--- src/rtl/alu_flag_pkg.sv ---
package alu_flag_pkg;
  typedef enum logic [2:0] {
    OP_ADC = 3'd0,
    OP_SBB = 3'd1,
    OP_AND = 3'd2,
    OP_OR  = 3'd3,
    OP_XOR = 3'd4,
    OP_ASR = 3'd5,
    OP_LSR = 3'd6,
    OP_SHL = 3'd7
  } alu_op_e;

  typedef struct packed {
    logic z;
    logic n;
    logic c;
    logic v;
  } flags_t;
endpackage

--- src/rtl/alu_arith.sv ---
module alu_arith
  import alu_flag_pkg::*;
#(
  parameter int WIDTH = 32
) (
  input  logic             sub_i,
  input  logic [WIDTH-1:0] a_i,
  input  logic [WIDTH-1:0] b_i,
  input  flags_t           fl_i,
  output logic [WIDTH-1:0] res_o,
  output flags_t           fl_o
);
  localparam int MSB = WIDTH - 1;

  logic [WIDTH:0] ext;
  logic [WIDTH:0] cin_ext;

  assign cin_ext = {{WIDTH{1'b0}}, fl_i.c};

  always_comb begin
    if (sub_i) ext = {1'b0, b_i} - {1'b0, a_i} - cin_ext;
    else       ext = {1'b0, a_i} + {1'b0, b_i} + cin_ext;
    res_o  = ext[MSB:0];
    fl_o.c = ext[WIDTH];
    // zero chains across words
    fl_o.z = fl_i.z & ~|ext[MSB:0];
    fl_o.n = ext[MSB];
    if (sub_i) fl_o.v = (a_i[MSB] != b_i[MSB]) && (ext[MSB] != b_i[MSB]);
    else       fl_o.v = (a_i[MSB] == b_i[MSB]) && (ext[MSB] != a_i[MSB]);
  end
endmodule

--- src/rtl/alu_logic.sv ---
module alu_logic
  import alu_flag_pkg::*;
#(
  parameter int WIDTH = 32
) (
  input  alu_op_e          op_i,
  input  logic [WIDTH-1:0] a_i,
  input  logic [WIDTH-1:0] b_i,
  input  flags_t           fl_i,
  output logic [WIDTH-1:0] res_o,
  output flags_t           fl_o
);
  always_comb begin
    unique case (op_i)
      OP_OR:   res_o = a_i | b_i;
      OP_XOR:  res_o = a_i ^ b_i;
      default: res_o = a_i & b_i;
    endcase
    fl_o.z = ~|res_o;
    fl_o.n = res_o[WIDTH-1];
    fl_o.c = fl_i.c;
    fl_o.v = fl_i.v;
  end
endmodule

--- src/rtl/alu_shift.sv ---
module alu_shift
  import alu_flag_pkg::*;
#(
  parameter int WIDTH = 32,
  parameter int SHW   = $clog2(WIDTH)
) (
  input  alu_op_e          op_i,
  input  logic [WIDTH-1:0] a_i,
  input  logic [SHW-1:0]   sh_i,
  input  flags_t           fl_i,
  output logic [WIDTH-1:0] res_o,
  output flags_t           fl_o
);
  logic [WIDTH-1:0] pre_last;  // a shifted by sh-1: bit 0 is the last bit out
  logic [SHW-1:0]   sh_m1;

  assign sh_m1    = sh_i - 1'b1;
  assign pre_last = a_i >> sh_m1;

  always_comb begin
    unique case (op_i)
      OP_ASR:  res_o = WIDTH'($signed(a_i) >>> sh_i);
      OP_LSR:  res_o = a_i >> sh_i;
      default: res_o = a_i << sh_i;
    endcase
    fl_o.z = ~|res_o;
    fl_o.n = res_o[WIDTH-1];
    fl_o.v = fl_i.v;
    if (op_i == OP_SHL || sh_i == '0) fl_o.c = fl_i.c;
    else                              fl_o.c = pre_last[0];
  end
endmodule

--- src/rtl/alu_flag_reg.sv ---
module alu_flag_reg
  import alu_flag_pkg::*;
(
  input  logic   clk_i,
  input  logic   rst_ni,
  input  logic   we_i,
  input  flags_t d_i,
  output flags_t q_o
);
  always_ff @(posedge clk_i or negedge rst_ni) begin
    if (!rst_ni)   q_o <= '0;
    else if (we_i) q_o <= d_i;
  end
endmodule

--- src/rtl/alu_flag_unit.sv ---
module alu_flag_unit
  import alu_flag_pkg::*;
#(
  parameter int WIDTH = 32,
  parameter int SHW   = $clog2(WIDTH)
) (
  input  logic             clk_i,
  input  logic             rst_ni,
  input  logic [2:0]       op_i,
  input  logic [WIDTH-1:0] a_i,
  input  logic [WIDTH-1:0] b_i,
  input  logic [SHW-1:0]   shamt_i,
  input  logic             flag_we_i,
  output logic [WIDTH-1:0] result_o,
  output logic [3:0]       flags_o
);
  alu_op_e          op;
  flags_t           cur_fl, nxt_fl;
  flags_t           ar_fl, lg_fl, sh_fl;
  logic [WIDTH-1:0] ar_res, lg_res, sh_res;

  assign op = alu_op_e'(op_i);

  alu_arith #(.WIDTH(WIDTH)) i_arith (
    .sub_i (op == OP_SBB),
    .a_i   (a_i),
    .b_i   (b_i),
    .fl_i  (cur_fl),
    .res_o (ar_res),
    .fl_o  (ar_fl)
  );

  alu_logic #(.WIDTH(WIDTH)) i_logic (
    .op_i  (op),
    .a_i   (a_i),
    .b_i   (b_i),
    .fl_i  (cur_fl),
    .res_o (lg_res),
    .fl_o  (lg_fl)
  );

  alu_shift #(.WIDTH(WIDTH), .SHW(SHW)) i_shift (
    .op_i  (op),
    .a_i   (a_i),
    .sh_i  (shamt_i),
    .fl_i  (cur_fl),
    .res_o (sh_res),
    .fl_o  (sh_fl)
  );

  always_comb begin
    unique case (op)
      OP_ADC, OP_SBB:         begin result_o = ar_res; nxt_fl = ar_fl; end
      OP_AND, OP_OR, OP_XOR:  begin result_o = lg_res; nxt_fl = lg_fl; end
      default:                begin result_o = sh_res; nxt_fl = sh_fl; end
    endcase
  end

  alu_flag_reg i_flags (
    .clk_i  (clk_i),
    .rst_ni (rst_ni),
    .we_i   (flag_we_i),
    .d_i    (nxt_fl),
    .q_o    (cur_fl)
  );

  assign flags_o = cur_fl;
endmodule

--- config.mk ---
export PLATFORM = sky130hd
export DESIGN_NAME = alu_flag_unit
export DESIGN_NICKNAME = d
export VERILOG_FILES = /design/src/rtl/alu_flag_pkg.sv /design/src/rtl/alu_arith.sv /design/src/rtl/alu_logic.sv /design/src/rtl/alu_shift.sv /design/src/rtl/alu_flag_reg.sv /design/src/rtl/alu_flag_unit.sv
export SDC_FILE = /design/constraint.sdc
export NUM_CORES = 1
export LEC_CHECK = 0
export BUFFER_PORTS_ARGS = -buffer_cell sky130_fd_sc_hd__buf_2
export CORE_MARGIN = 2
export CORE_UTILIZATION = 25
export DETAILED_ROUTE_END_ITERATION = 10
export PLACE_DENSITY = 0.37
export SETUP_SLACK_MARGIN = 0.1
export SLEW_MARGIN = 40
export SYNTH_ARGS = -nofsm -noshare
export SYNTH_HDL_FRONTEND = slang
export SYNTH_SLANG_ARGS = --single-unit
--- constraint.sdc ---
create_clock -name clk_i -period 7.55 [get_ports clk_i]
set_clock_uncertainty 0.15 [all_clocks]
set_input_delay 0.3775 -clock clk_i [delete_from_list [all_inputs] [get_ports clk_i]]
set_output_delay 0.3775 -clock clk_i [all_outputs]
set_load 0.05 [all_outputs]
# Word level (Yosys, flattened, before mapping)
# Cells that the tools add are included.
# op_classes
addsub	5
n_mul	0
div_mod_pow	0
order_cmp	0
n_eq_ne	12
shifts	4
n_mux	7
bitwise_logic	5
n_reduce_logical	15
# op_table
cell	count
$pmux 32 s2	3
$reduce_or 32->1	3
$add 32x32->33	1
$add 33x1->33	1
$mux 33	1
$sub 32x32->33	1
$sub 33x1->33	1
$and 32x32->32	1
$or 32x32->32	1
$shl 32x5->32	1
$shr 32x5->1	1
$shr 32x5->32	1
$sshr 32x5->32	1
$xor 32x32->32	1
$eq 3x3->1 const B	4
$pmux 4 s2	1
$eq 3x2->1 const B	2
$reduce_and 3->1	2
$logic_not 5->1	1
$sub 5x1->5 const B	1
$eq 3x1->1 const B	1
$logic_not 1->1	3
$logic_not 3->1	1
$ne 1x1->1	3
9 further kinds	11
# totals
ff_bits	4
latch_bits	0
ramBits	0
rom_bits	0
output_inout_bits	36
elab_cells	52
mem_count	0

# Longest topological paths before layout
# logic_depth
depth_word	7
ltp_mapped	16
mapped_depth_nobuf	15

# Cells and area by module
# From an unflattened synthesis, not the netlist that was laid out.
# hier_totals
cells_unflattened	1867
hier_area_um2	13419.1
# by_module_without_submodules
mod	instances	cells_each	area_each_um2	seq_area_each_um2
alu_arith	1	700	4843.4	0.0
alu_shift	1	586	4614.4	0.0
alu_logic	1	402	2831.5	0.0
alu_flag_unit	1	171	984.7	0.0
alu_flag_reg	1	8	145.1	100.1

# Worst setup path after synthesis
# No wires, ideal clock.
# synth_path
kind	reg2out
start	reg i_flags.q_o[1] (netlist bit)
end	out result_o[23]
arrival_ns	3.962
path_slack_ns	3.061
path_stages_with_launch	15
path_cell_list	dfrtp_1 > fa_1 > inv_1 > ha_1 > o21ai_1 > a21o_1 > a31oi_4 > a2111oi_4 > or2_1 > o21ai_1 > xor2_1 > a21oi_1 > nor2_1 > a21oi_1 > o21ai_0
# synth_between
elab_chain_cells	3
elab_cells_between_ends	4
# synth_lines
item	line	rtl
start, declared	alu_flag_reg.sv:8	output flags_t q_o
start signal, assigned	alu_flag_reg.sv:12	else if (we_i) q_o <= d_i;
$add 33x1->33 or $sub 33x1->33 (tied branches)	alu_arith.sv:22, alu_arith.sv:21	
$mux 33 (*)	alu_arith.sv:21	if (sub_i) ext = {1'b0, b_i} - {1'b0, a_i} - cin_ext;
$pmux 32 s2 (*)	alu_flag_unit.sv:52	unique case (op)
end, declared	alu_flag_unit.sv:14	output logic [WIDTH-1:0] result_o,
# Mark *: on every way between the ends. The rest lies on a longest branch, timed or not.

# Worst setup path in the final report
# layout_path
start	in a_i[16]
end	out result_o[27]
# layout_between
elab_chain_cells	4
elab_cells_between_ends	10
# layout_lines
item	line	rtl
start, declared	alu_flag_unit.sv:10	input logic [WIDTH-1:0] a_i,
$add 32x32->33 or $sub 32x32->33 (tied branches)	alu_arith.sv:22, alu_arith.sv:21	
$add 33x1->33 or $sub 33x1->33 (tied branches)	alu_arith.sv:22, alu_arith.sv:21	
$mux 33	alu_arith.sv:21	
$pmux 32 s2 (*)	alu_flag_unit.sv:52	
# Marks and branches as above.

==> out/metrics.cfg <==
[clock_tree]
clk_latency_ns=0.23
h-tree-depth=1
cts_tree=built
post_cts_buffers=0
cts_buffer_depth=2
clk_pin_slew_worst_paths_ns=0.04
cts_sinks=4
cts_buffers=3
clock-root-buffer=clkbuf_16

[floorplan]
die-area_um2=46200
io_pins=111
num_rows=77
start_util_pct=25.3
die_h_um=215
dieWidth_um=215
core_um2=44000

[final_layout]
syn_to_final_growth_pct=8.71
layout_common_cells=nand2_1, a21oi_1, ha_1, nor2_1, o21ai_0
layout_commonest_cell=nand2_1
reg_top3=i_flags.q_o (4)
top_register=i_flags.q_o
nFillCells=4966
n_antenna_cell=0
largest_reg_flops=4
utilization_pct=27.5
nets=1847
drive_gt1_share_pct=14.4

[power]
ir_worst_vdd_mv=0.0845
p_leak_nw=5.31
power.density_nw_per_um2=117

[global_routing]
track_usage_pct=23.7
grt_pass1_vias=12600
antenna_found_initial=0
grt_start_max_net_pins=68
grt_overflow_total=0
grt_pass1_wl_mm=84.0

[routing]
first_iter_violations=945
drt_drc_violations_left=0
routed_via_density=5.69
wirelength_mm=56.5
wire_per_inst_um=25.4
detail-route-antenna-nets=0
via_count=12700
dr.pass1.iters=5

[setup_path]
arrival_ns=4.58
path_max_fanout=11
critPathLaunchType=primary input
crit_type=primary input to primary output
critPathCaptureType=primary output
required_ns=7.02

[logic_synthesis]
netlist_area_um2=11100
avgSynthCellArea_um2=6.84
synth-main-ff-cell=dfrtp_1
synth_edf_count=0
syn_inst=1627
ys_ff_latch=4
yosys.area.top_type=ha_1
yosysTopAreaCellShare_pct=14.4
ys_top_cells_by_area=ha_1, mux4_2, nand2_1
syn-num-nets=1834
yosysWarningCount=0
synthArstFlopShare_pct=100
synth_cell_type_count=97
ys_seq_area_share_pct=0.900

[worst_hold_path]
hp-class=primary input to asynchronous set/reset pin

[timing]
rsz0062_at_grt=no
worst-slew-pin-transition_ns=0.870
max_slew_margin_pct=41.4
slew_violations=0
hold_ws_ns=0.357
finalSetupViolations=0
min_period_ns=5.10
period_share_pct=67.6
hold_viol_final=0
tns_ns=0
max_freq_mhz=196
worst_slack_ns=2.45

[place]
portBuffers=110
dp_hpwl_mm=45.4
gp_congestion=0.919
pre_cts_slack_ns=2.51

[status]
status=complete, no violations

[job]
max_cap_viol_count=0

cell usage after synthesis, drive strengths merged (5+ instances only):
library cell	count
a21oi	135
o31ai	7
inv	111
nor4	9
and3	17
o22ai	7
or3	10
xnor2	36
nand3	27
mux2	12
or4	6
o21a	11
buf	59
a22oi	11
o31a	5
o221ai	15
nand2b	8
nor2	126
clkbuf	68
o32ai	8
a31oi	17
ha	128
a211oi	29
o21ai	132
a31o	6
nand2	278
mux4	48
xor2	25
and2	12
o211ai	19
o2111ai	6
nor3	23
mux2i	70
a21boi	7
a211o	7
a21o	29
o21bai	6
nand4	24
layout make-up:
type	instances	area [um^2]	share of cell area, %
multi-input cells	1383	10000	82.8
inverters	113	424	3.51
flip-flops and latches	4	100	0.827
repair buffers	135	746	6.16
well taps	592	741	6.12
clock buffers	3	75.1	0.621
final timing paths:
| check | cells past startpoint | start | slack [ns] | to |
|---|---|---|---|---|
| worst min-delay path | 2 | rst_ni | 0.36 | i_flags.q_o[2] |
| worst max register to register | 14 | i_flags.q_o[1] | 2.94 | i_flags.q_o[3] |
| min in group clk_i | 1 | i_flags.q_o[2] | 0.37 | i_flags.q_o[2] |
| worst max-delay path | 13 | a_i[16] | 2.45 | result_o[27] |
| max in group asynchronous | 2 | rst_ni | 6.72 | i_flags.q_o[0] |
| worst min register to register | 1 | i_flags.q_o[2] | 0.37 | i_flags.q_o[2] |
worst max-delay path, stage by stage:
cell and delay, ns:
buf_2 0.33, inv_1 0.16, ha_1 0.48, ha_1 0.47, nand2_1 0.07, o21ai_0 0.50, o21ai_0 0.24, or2_1 0.34
or4_1 0.49, a41oi_1 0.38, mux2i_1 0.15, o221ai_1 0.24, buf_2 0.33
through the flow:
step / instance area (um^2) / total power, mW / cells
after floorplan: 11100 / 0.920 / 1627
after global placement: 12000 / 1.32 / 2226
after detailed placement: 12000 / 1.31 / 2226
after CTS: 12100 / 1.41 / 2230
after global routing: 12100 / 1.52 / 2230
final: 12100 / 1.42 / 2230
logic make-up after synthesis:
family                   count (synthesis)  synth area share [%]
XOR/XNOR                                61                  4.80
AND/OR/NAND/NOR                        564                  22.8
flip-flops                               4                 0.900
AO/OA/AOI/OAI                          496                  29.7
adder cells (fa/ha/maj)                132                  15.1
buffers and inverters                  240                  9.38
multiplexers                           130                  17.4
power by group:
part / switching [mW] / total (mW) / internal (mW)
Clock: 0.0222 / 0.0907 / 0.0684
Combinational: 0.867 / 1.30 / 0.428
Sequential: 0.00617 / 0.0315 / 0.0254
timing repair:
item / 4_1_cts / 5_1_grt
hold buffers: 1 / 0
gates resized for setup: 0 / 0
hold endpoints to repair: 4 / 0
setup endpoints to repair: 0 / 0
per-layer routing:
metal	global-route usage [%]	wire length (um)	part of all wire, %
met3	1.47	2760	4.9
met4	4.02	1020	1.8
met5	0	0	0
met2	41.1	27300	48
met1	32.8	25500	45
Note: power is estimated with default switching activity, not from simulation.
